===== src/rtl/input_failover_sel.sv =====
module input_failover_sel #(
  parameter int HOLD_TICKS = 3,
  parameter int LOCK_TICKS = 3
) (
  input  logic       clk,
  input  logic       rst_n,
  input  logic       tick,
  input  logic       auto_mode,
  input  logic [1:0] manual_src,
  input  logic [1:0] loss_rule,
  input  logic [5:0] prio_list,
  input  logic       opt_los,
  input  logic       opt_lol,
  input  logic       opt_err,
  input  logic       ele_los,
  input  logic       ele_lol,
  input  logic       ele_err,
  output logic [1:0] sel_src,
  output logic       freeze,
  output logic       valid
);

  localparam int HW = (HOLD_TICKS > 1) ? $clog2(HOLD_TICKS) : 1;
  localparam int LW = (LOCK_TICKS > 1) ? $clog2(LOCK_TICKS) : 1;
  localparam logic [HW-1:0] HOLD_LAST = HW'(HOLD_TICKS - 1);
  localparam logic [LW-1:0] LOCK_LAST = LW'(LOCK_TICKS - 1);
  localparam logic [1:0] RULE_LOL = 2'd0;
  localparam logic [1:0] RULE_ERR = 2'd2;
  localparam int NSLOT = 3;

  logic [1:0]    slot_src [NSLOT];
  logic [NSLOT-1:0] present;
  logic [1:0]    cur_slot, last_src, auto_src;
  logic [HW-1:0] hold_cnt;
  logic [LW-1:0] lock_cnt;
  logic [1:0]    lock_slot;
  logic          lost;
  logic [2:0]    opt_st, ele_st;
  logic [1:0]    ridx;
  logic          rule_los, bad, chg;
  logic          down_ok, up_ok;
  logic [1:0]    down_slot, up_slot;
  logic          hold_fire, lock_fire;

  for (genvar g = 0; g < NSLOT; g++) begin : g_slot
    assign slot_src[g] = prio_list[2*g +: 2];
    assign present[g]  = slot_src[g][1] | (slot_src[g][0] ? !ele_los : !opt_los);
  end

  always_comb begin
    case (cur_slot)
      2'd1:    auto_src = slot_src[1];
      2'd2:    auto_src = slot_src[2];
      default: auto_src = slot_src[0];
    endcase
  end

  assign sel_src  = auto_mode ? auto_src : manual_src;
  assign opt_st   = {opt_err, opt_lol, opt_los};
  assign ele_st   = {ele_err, ele_lol, ele_los};
  assign ridx     = (loss_rule == RULE_LOL) ? 2'd1 : (loss_rule == RULE_ERR) ? 2'd2 : 2'd0;
  assign rule_los = (loss_rule != RULE_LOL) && (loss_rule != RULE_ERR);
  assign bad      = !sel_src[1] && (sel_src[0] ? ele_st[ridx] : opt_st[ridx]);
  assign chg      = sel_src != last_src;

  always_comb begin
    down_ok   = 1'b0;
    down_slot = cur_slot;
    up_ok     = 1'b0;
    up_slot   = 2'd0;
    for (int j = NSLOT - 1; j >= 0; j--) begin
      if (j > int'(cur_slot) && slot_src[j] != sel_src && (!rule_los || present[j])) begin
        down_ok   = 1'b1;
        down_slot = 2'(j);
      end
      if (j < int'(cur_slot) && slot_src[j] != sel_src && present[j]) begin
        up_ok   = 1'b1;
        up_slot = 2'(j);
      end
    end
  end

  assign hold_fire = tick && bad && !lost && !chg && (hold_cnt == HOLD_LAST);
  assign lock_fire = auto_mode && tick && up_ok && (up_slot == lock_slot) && !chg &&
                     (lock_cnt == LOCK_LAST);

  always_ff @(posedge clk) begin
    if (!rst_n) begin
      cur_slot  <= 2'd0;
      last_src  <= 2'd0;
      hold_cnt  <= '0;
      lock_cnt  <= '0;
      lock_slot <= 2'd0;
      lost      <= 1'b0;
    end else begin
      last_src <= sel_src;

      if (chg || !bad || lost) hold_cnt <= '0;
      else if (tick) hold_cnt <= (hold_cnt == HOLD_LAST) ? '0 : hold_cnt + 1'b1;

      if (!auto_mode || !up_ok || up_slot != lock_slot || chg) begin
        lock_cnt  <= '0;
        lock_slot <= up_slot;
      end else if (tick) begin
        lock_cnt <= (lock_cnt == LOCK_LAST) ? '0 : lock_cnt + 1'b1;
      end

      if (!auto_mode)             cur_slot <= 2'd0;
      else if (lock_fire)         cur_slot <= lock_slot;
      else if (hold_fire && down_ok) cur_slot <= down_slot;

      if (chg || !bad) lost <= 1'b0;
      else if (hold_fire && !lock_fire && !(auto_mode && down_ok)) lost <= 1'b1;
    end
  end

  assign valid  = !bad;
  assign freeze = bad && !lost;

endmodule



===== config.mk =====
export PLATFORM = sky130hd
export DESIGN_NAME = input_failover_sel
export DESIGN_NICKNAME = d
export VERILOG_FILES = /design/src/rtl/input_failover_sel.sv
export SDC_FILE = /design/constraint.sdc
export NUM_CORES = 1
export LEC_CHECK = 0
export ABC_AREA = 1
export CORE_UTILIZATION = 45
export CTS_CLUSTER_SIZE = 20
export DETAILED_ROUTE_END_ITERATION = 7
export MAX_ROUTING_LAYER = met4
export PLACE_DENSITY = 0.78
export SLEW_MARGIN = 5
export SYNTH_ARGS = -nofsm -noshare
export SYNTH_HDL_FRONTEND = slang
export SYNTH_SLANG_ARGS = --single-unit

===== constraint.sdc =====
create_clock -name clk -period 3.9 [get_ports clk]
set_input_delay 0.39 -clock clk [delete_from_list [all_inputs] [get_ports clk]]
set_output_delay 0.39 -clock clk [all_outputs]
set_load 0.05 [all_outputs]

# --- After elaboration in Yosys (flattened, before gate mapping) ---
# Cells that the tools add are included.
totals:
  register_bits: 11
classes:
  bitwise_logic: 4
  n_addsub: 2
  reduce_logical: 53
  mux: 26
  magnitude_cmp: 6
  n_eq_ne: 12
op_table:
  columns: ["cell", "count"]
  rows:
  - ["$logic_and 1x1->1", 26]
  - ["$mux 2", 12]
  - ["$logic_not 1->1", 11]
  - ["$mux 1", 11]
  - ["$ne 2x2->1", 5]
  - ["$eq 2x2->1 const B", 4]
  - ["$logic_or 1x1->1", 7]
  - ["$reduce_or 2->1", 3]
  - ["$add 2x1->2 const B", 2]
  - ["$bmux 1 s2", 2]
  - ["$lt 1x2->1 const A", 2]
  - ["$pmux 2 s2", 1]
  - ["$reduce_and 2->1", 2]
  - ["$reduce_bool 2->1", 2]
  - ["$lt 2x3->1 const B", 1]
  - ["$or 1x1->1", 3]
  - ["$reduce_bool 3->1", 1]
  - ["$eq 2x1->1 const B", 1]
  - ["$eq 2x2->1", 1]
  - ["$gt 1x2->1 const A", 1]
  - ["$gt 2x2->1 const A", 1]
  - ["$logic_not 2->1", 1]
  - ["$lt 2x2->1 const A", 1]
  - ["$ne 2x2->1 const B", 1]
  - ["$not 1->1", 1]

# --- Logic depth before layout (Yosys ltp) ---
# Gate-level depths: netlist of the first run.
logic_depth:
  word_depth: 16
  ltp_mapped: 20
  ltp_nobuf: 20

# --- Worst setup path after synthesis of the first run ---
# Ideal clock, no wire load.
synth_timing:
  path_type: "flip-flop to output port"
  start: "register cur_slot[1]"
  end: "output freeze"
  path_stages_with_launch: 11
  slack_ns: 1.166
  t_arrival_ns: 2.344
  path_cell_list: "dfxtp_1 -> inv_1 -> ha_1 -> nor2_1 -> nor2_1 -> nand2_2 -> nand2_4 -> inv_2 -> nand2_1 -> nand3_2 -> nor2_1"
synth_between:
  elab_chain_len: 6
synth_rtl:
  columns: ["element", "line_no", "text"]
  rows:
  - ["start, declared", "33", "logic [1:0] cur_slot, last_src, auto_src;"]
  - ["start signal, assigned", "109", "else if (lock_fire) cur_slot <= lock_slot;"]
  - ["start signal, assigned", "110", "else if (hold_fire && down_ok) cur_slot <= down_slot;"]
  - ["$eq 2x2->1 or $eq 2x1->1 (tied branches)", "51", "case (cur_slot)"]
  - ["$pmux 2 s2 (*)", "51", null]
  - ["$mux 2 (*)", "58", "assign sel_src = auto_mode ? auto_src : manual_src;"]
  - ["named net sel_src[0]", "18", "output logic [1:0] sel_src,"]
  - ["$mux 1 (*)", "63", "assign bad = !sel_src[1] && (sel_src[0] ? ele_st[ridx] : opt_st[ridx]);"]
  - ["$logic_and 1x1->1 (*)", "63", null]
  - ["$logic_and 1x1->1 (*)", "118", "assign freeze = bad && !lost;"]
  - ["end, declared", "19", "output logic freeze,"]
# Mark *: on every way through the listed nets, which the timed path passes. The rest lies on a longest branch.

# --- Final worst setup path of the first run ---
layout_timing:
  start: "register cur_slot[1]"
  end: "output freeze"
layout_between:
  elab_chain_len: 6
layout_rtl:
  columns: ["element", "line_no"]
  rows:
  - ["$eq 2x2->1 or $eq 2x1->1 (tied branches)", "51"]
  - ["$pmux 2 s2 (*)", "51"]
  - ["$mux 2 (*)", "58"]
  - ["$mux 1 or $logic_not 1->1 (tied branches)", "63"]
  - ["$logic_and 1x1->1 (*)", "63"]
  - ["$logic_and 1x1->1 (*)", "118"]
# Every way passes the cells marked *; elsewhere a longest branch is shown, timed or not.

==> flow_metrics.tcl, run 1 <==
set metrics [dict create \
    status "completed" \
    yosys.area.top_type "dfxtp_1" \
    gr-usage-met1 0.2775 \
    finalSetupViolations 0 \
    async_flop_share 0 \
    ys.flop_type "dfxtp_1" \
    timing.max_cap.violations 0 \
    use_met2 0.3941 \
    relSlewSlack 0.6625 \
    drive_above_1_share 0.1289 \
    fin_nets 220 \
    grt_pass1_vias 1030 \
    fmax_ghz 0.3343 \
    hold_start "hold_cnt[1]" \
    insertedDiodeCount 0 \
    first_pass_iters 4 \
    synth_cell_type_count 28 \
    wirelength_mm 2.368 \
    dieHeight_um 49.87 \
    ys_warn_count 0 \
    setup_ws_ns 0.9083 \
    r2r-start "cur_slot[1]" \
    insertion_delay_ns 0.27 \
    p_per_area_nw_per_um2 219.8 \
    io-pin-count 24 \
    crit_arrival_ns 2.60 \
    synth-edff-count 0 \
    grt_overflow_total 0 \
    grt.busiest_layer "met2" \
    post-route-min-period_ns 2.992 \
    detail_route.vias_per_cell 4.973 \
    worstMarginPinSlew_ns 0.5046 \
    h-tree-depth 1 \
    synth_most_common_cell "nand2_1" \
    ant_nets 0 \
    synthesis.area_um2 1031 \
    critPathRequiredTime_ns 3.51 \
    grt_max_degree 8 \
    synth_cells 167 \
    post-dp-hpwl_mm 2.075 \
    coreArea_um2 2062 \
    clock_sinks 11 \
    initial_core_util 0.5000 \
    numCtsBuffers 3 \
    dpl-instance-area_um2 1295 \
    p_leak_nw 0.6504 \
    cts_setup_buffers 0 \
    first_iter_violations 26 \
    cts-root-buf "clkbuf_4" \
    path_clk_slew_ns 0.06 \
    hp-class "flop to flop" \
    vias 1099 \
    critPathCaptureType "output port" \
    dp_slack_ns 1.072 \
    avgSynthCellArea_um2 6.174 \
    regToRegSetupSlack_ns 1.50 \
    hold_buffers 0 \
    gp_congestion 0.8393 \
    die_w_um 49.87 \
    synth-seq-cells 11 \
    finClkSkew_ns 0.001748 \
    critical_path.startpoint_type "flop" \
    grt_setup_unrepaired "false" \
    synth_top_area_frac 0.2136 \
    synth_common_cells "nand2_1 (43), nor2_1 (26), inv_1 (22), nand3_1 (12), dfxtp_1 (11)" \
    antenna_found_initial 0 \
    die-area_um2 2487 \
    ys_seq_area_frac 0.2136 \
    area_delta_synth_final_pct 28.16 \
    timing.final.crit_share 0.7671 \
    cp-startpoint "cur_slot[1]" \
    setup_tns_ns 0 \
    post_cts_resize_count 0 \
    path_max_fanout 7 \
    hold_viol 0 \
    cts_tree "yes" \
    route.detailed.drc 0 \
    clk_path_buf_depth 2 \
    design_area_um2 1321 \
    irDropWorstVdd_v 0.0002794 \
    multiInputGateArea_um2 705.7 \
    gr-usage-met3 0.05556 \
    fillers 193 \
    slew_violations 0 \
    syn_nets 192 \
    io_buffers 23 \
    seq_area_um2 220.2 \
    rows 16 \
    synthTopCellsByArea "dfxtp_1 (21%), nand2_1 (16%), nor2_1 (9.5%)" \
    grt_util_all_layers 0.2317 \
    wl_per_cell_um 10.71 \
    grt_pass1_wl_mm 4.319 \
    critical_path_class "flop to output port" \
]
[routing by layer]
layer  vias to the layer above  routed length [µm]
met5                         -                   0
met4                         0                   0
met3                         0                  82
met2                        16                1181
met1                       495                1104
li1                        588                   -
[path summary, 6_finish.rpt]
kind	end	cells past startpoint
worst max-delay path	freeze	11
worst max register to register	cur_slot[0]	17
worst min register to register	hold_cnt[1]	2
worst min-delay path	hold_cnt[1]	2
[cells by family after synthesis]
group,count (synthesis),synth area share
AOI/OAI and AO/OA,15,0.08859
adders and majority gates,5,0.06068
DFF,11,0.2136
and+or+nand+nor,106,0.5182
buffers and inverters,28,0.1019
xor gates and xnor gates,2,0.01699
[through the flow]
stage          power, mW  hold slack, ns  cells  utilization
2_1_floorplan     0.1759          0.4405    167            -
3_3_place_gp      0.2147          0.4497    217       0.6280
3_5_place_dp      0.2170          0.4688    217       0.6280
4_1_cts           0.2948          0.4791    221       0.6408
5_1_grt           0.3124          0.5042    221       0.6408
6_report          0.2905          0.4722    221       0.6408
[worst max-delay path: stages (launching register included)]
cell and delay, ns:
dfxtp_1 0.37, inv_1 0.12, ha_1 0.36, nor2_1 0.05, nor2_1 0.11, nand2_2 0.11
nand2_4 0.11, inv_2 0.04, nand2_1 0.07, nand3_2 0.10, nor2_1 0.10, clkdlybuf4s50_1 0.80
[state kept, by name (all words and copies together), names as in the netlist]
register   cells
lock_cnt       2
cur_slot       2
hold_cnt       2
last_src       2
lost           1
lock_slot      2
[cell type report]
cell class,instances,share of cell area
multi-input combinational,128,0.5341
clock buffer,4,0.01989
inverter,28,0.07955
tap,27,0.02557
sequential,11,0.1667
timing repair buffer,23,0.1742
[where the power goes]
part / total [mW] / switching [mW] / leakage, nW / internal (mW)
clock: 0.0765 / 0.0369 / 0.0150 / 0.0396
sequential: 0.115 / 0.000835 / 0.0891 / 0.114
combinational: 0.0992 / 0.0578 / 0.546 / 0.0414
[placed cells by master (no fill, tap or decap), types with 2 or more instances in the layout]
master / n
a211oi_1: 3
a21oi_1: 4
clkbuf_4: 3
clkdlybuf4s50_1: 23
dfxtp_1: 11
ha_1: 5
inv_1: 22
inv_2: 5
nand2_1: 43
nand2_2: 7
nand2_4: 4
nand3_1: 12
nand3_2: 2
nand3b_1: 3
nand4_1: 3
nor2_1: 26
o21ai_0: 4
(Power assumes the default switching activity.)
==> inputs of run 2 (changes only) <==
Clock period 3.9 ns to 2.94 ns, I/O delays scaled along.
==> run 2 against run 1 <==
Design area did not move. Flip-flop and latch count did not move. First-iteration DRC count fell by 27%. Clock power rose by 35%. Critical path depth fell by 4. Largest power group unchanged. Highest routed layer is now met4. Combinational power rose by 33%. Global-route usage rose by 0.33 points. Total power rose by 33%. Die area did not move. Sequential power rose by 32%.
==> flow_metrics.tcl, run 2 (same netlist as run 1, synthesis figures left out) <==
set metrics [dict create \
    status "completed" \
    use_met2 0.4099 \
    final_common_cell "nand2_1" \
    area_delta_synth_final_pct 28.16 \
    crit_arrival_ns 2.33 \
    critPathCaptureType "output port" \
    grt.busiest_layer "met2" \
    p_per_area_nw_per_um2 293.4 \
    final_cell_mix "nand2_1 (43), nor2_1 (26), inv_1 (22)" \
    fin_util 0.6408 \
    critical_path_class "flop to output port" \
    grt_pass1_vias 1109 \
    gp_congestion 0.8521 \
    insertedDiodeCount 0 \
    wirelength_mm 2.544 \
    dieHeight_um 49.87 \
    critical_path.startpoint_type "flop" \
    grt_overflow_total 0 \
    first_pass_iters 4 \
    numCtsBuffers 3 \
    wl_per_cell_um 11.51 \
    path_clk_slew_ns 0.07 \
    post-dp-hpwl_mm 2.195 \
    grt_setup_unrepaired "false" \
    seq_area_um2 220.2 \
    critPathRequiredTime_ns 2.65 \
    antenna_found_initial 0 \
    detail_route.vias_per_cell 5.041 \
    gr-usage-met3 0.04938 \
    grt_pass1_wl_mm 4.395 \
    cts_tree "yes" \
    vias 1114 \
    slew_violations 0 \
    p_leak_nw 0.6578 \
    irDropWorstVdd_v 0.0003080 \
    timing.max_cap.violations 0 \
    route.detailed.drc 0 \
    hp-class "flop to flop" \
    ant_nets 0 \
    die_w_um 49.87 \
    io-pin-count 24 \
    fmax_ghz 0.3818 \
    multiInputGateArea_um2 705.7 \
    finClkSkew_ns 0.004619 \
    fin_cells 221 \
    io_buffers 23 \
    hold_buffers 0 \
    fillers 196 \
    timing.final.crit_share 0.8908 \
    clk_path_buf_depth 2 \
    coreArea_um2 2062 \
    hold_viol 0 \
    dp.cells 217 \
    cts-root-buf "clkbuf_4" \
    grt_util_all_layers 0.2350 \
    path_max_fanout 7 \
    post-route-min-period_ns 2.619 \
    relSlewSlack 0.6656 \
    rows 16 \
    clock_sinks 11 \
    grt_max_degree 8 \
    finalSetupViolations 0 \
    setup_tns_ns 0 \
    insertion_delay_ns 0.27 \
    first_iter_violations 19 \
    gr-usage-met1 0.2737 \
    h-tree-depth 1 \
    worstMarginPinSlew_ns 0.5000 \
    initial_core_util 0.5000 \
    die-area_um2 2487 \
    drive_above_1_share 0.1340 \
    fin_nets 220 \
]
-- run 2: changes by cell type in the layout (fill, tap and decap cells not counted), sizes merged --
cell	delta
clkdlybuf4s50	-2
buf	+1
dlymetal6s2s	+1
-- run 2: stage by stage --
step | hold WS [ns] | area, µm² | worst slack (ns) | power, mW
finish | 0.4829 | 1321 | 0.3209 | 0.3877
global route | 0.5094 | 1321 | 0.1967 | 0.4150
CTS | 0.4781 | 1319 | 0.1243 | 0.3901
detailed placement | 0.4679 | 1292 | 0.3873 | 0.2872
global placement | 0.4496 | 1292 | 0.4433 | 0.2845
floorplan | 0.3870 | 1031 | 0.3021 | 0.2333
-- run 2: final cells by class --
type	count	share of cell area
clock buffers	4	0.01989
inverters	28	0.07955
multi-input cells	128	0.5341
flip-flops and latches	11	0.1667
well taps	27	0.02557
repair buffers	23	0.1742
-- run 2: per-layer routing --
metal  vias up  routed length, µm  part of all wire
li1        584                  -                 -
met1       508               1174              0.46
met2        20               1289              0.51
met3         2                 70             0.028
met4         0                 10            0.0039
met5         -                  0                 0
-- run 2: critical path, cell delays in order (launching register included) --
cell and delay [ns]:
dfxtp_1 0.37, inv_1 0.11, ha_1 0.36, nor2_1 0.06
nor2_1 0.12, nand2_2 0.11, nand2_4 0.11, clkdlybuf4s50_1 0.81
-- run 2: worst paths after layout --
kind | startpoint | to | slack, ns | cells after the start
worst max-delay path | cur_slot[1] | sel_src[0] | 0.32 | 7
worst min-delay path | hold_cnt[1] | hold_cnt[1] | 0.48 | 2
worst max register to register | cur_slot[0] | cur_slot[0] | 0.50 | 17
worst min register to register | hold_cnt[1] | hold_cnt[1] | 0.48 | 2
-- run 2: where the power goes --
part	leakage [nW]	internal, mW	switching, mW	total [mW]
Combinational	0.554	0.0542	0.0780	0.132
Sequential	0.0891	0.151	0.00109	0.152
Clock	0.0150	0.0526	0.0508	0.103
Total	0.658	0.258	0.130	0.388
-- run 2: repair_timing --
action,CTS,global route
buffers inserted,0,0
gates resized for setup,0,1
endpoints found under the setup margin,0,1
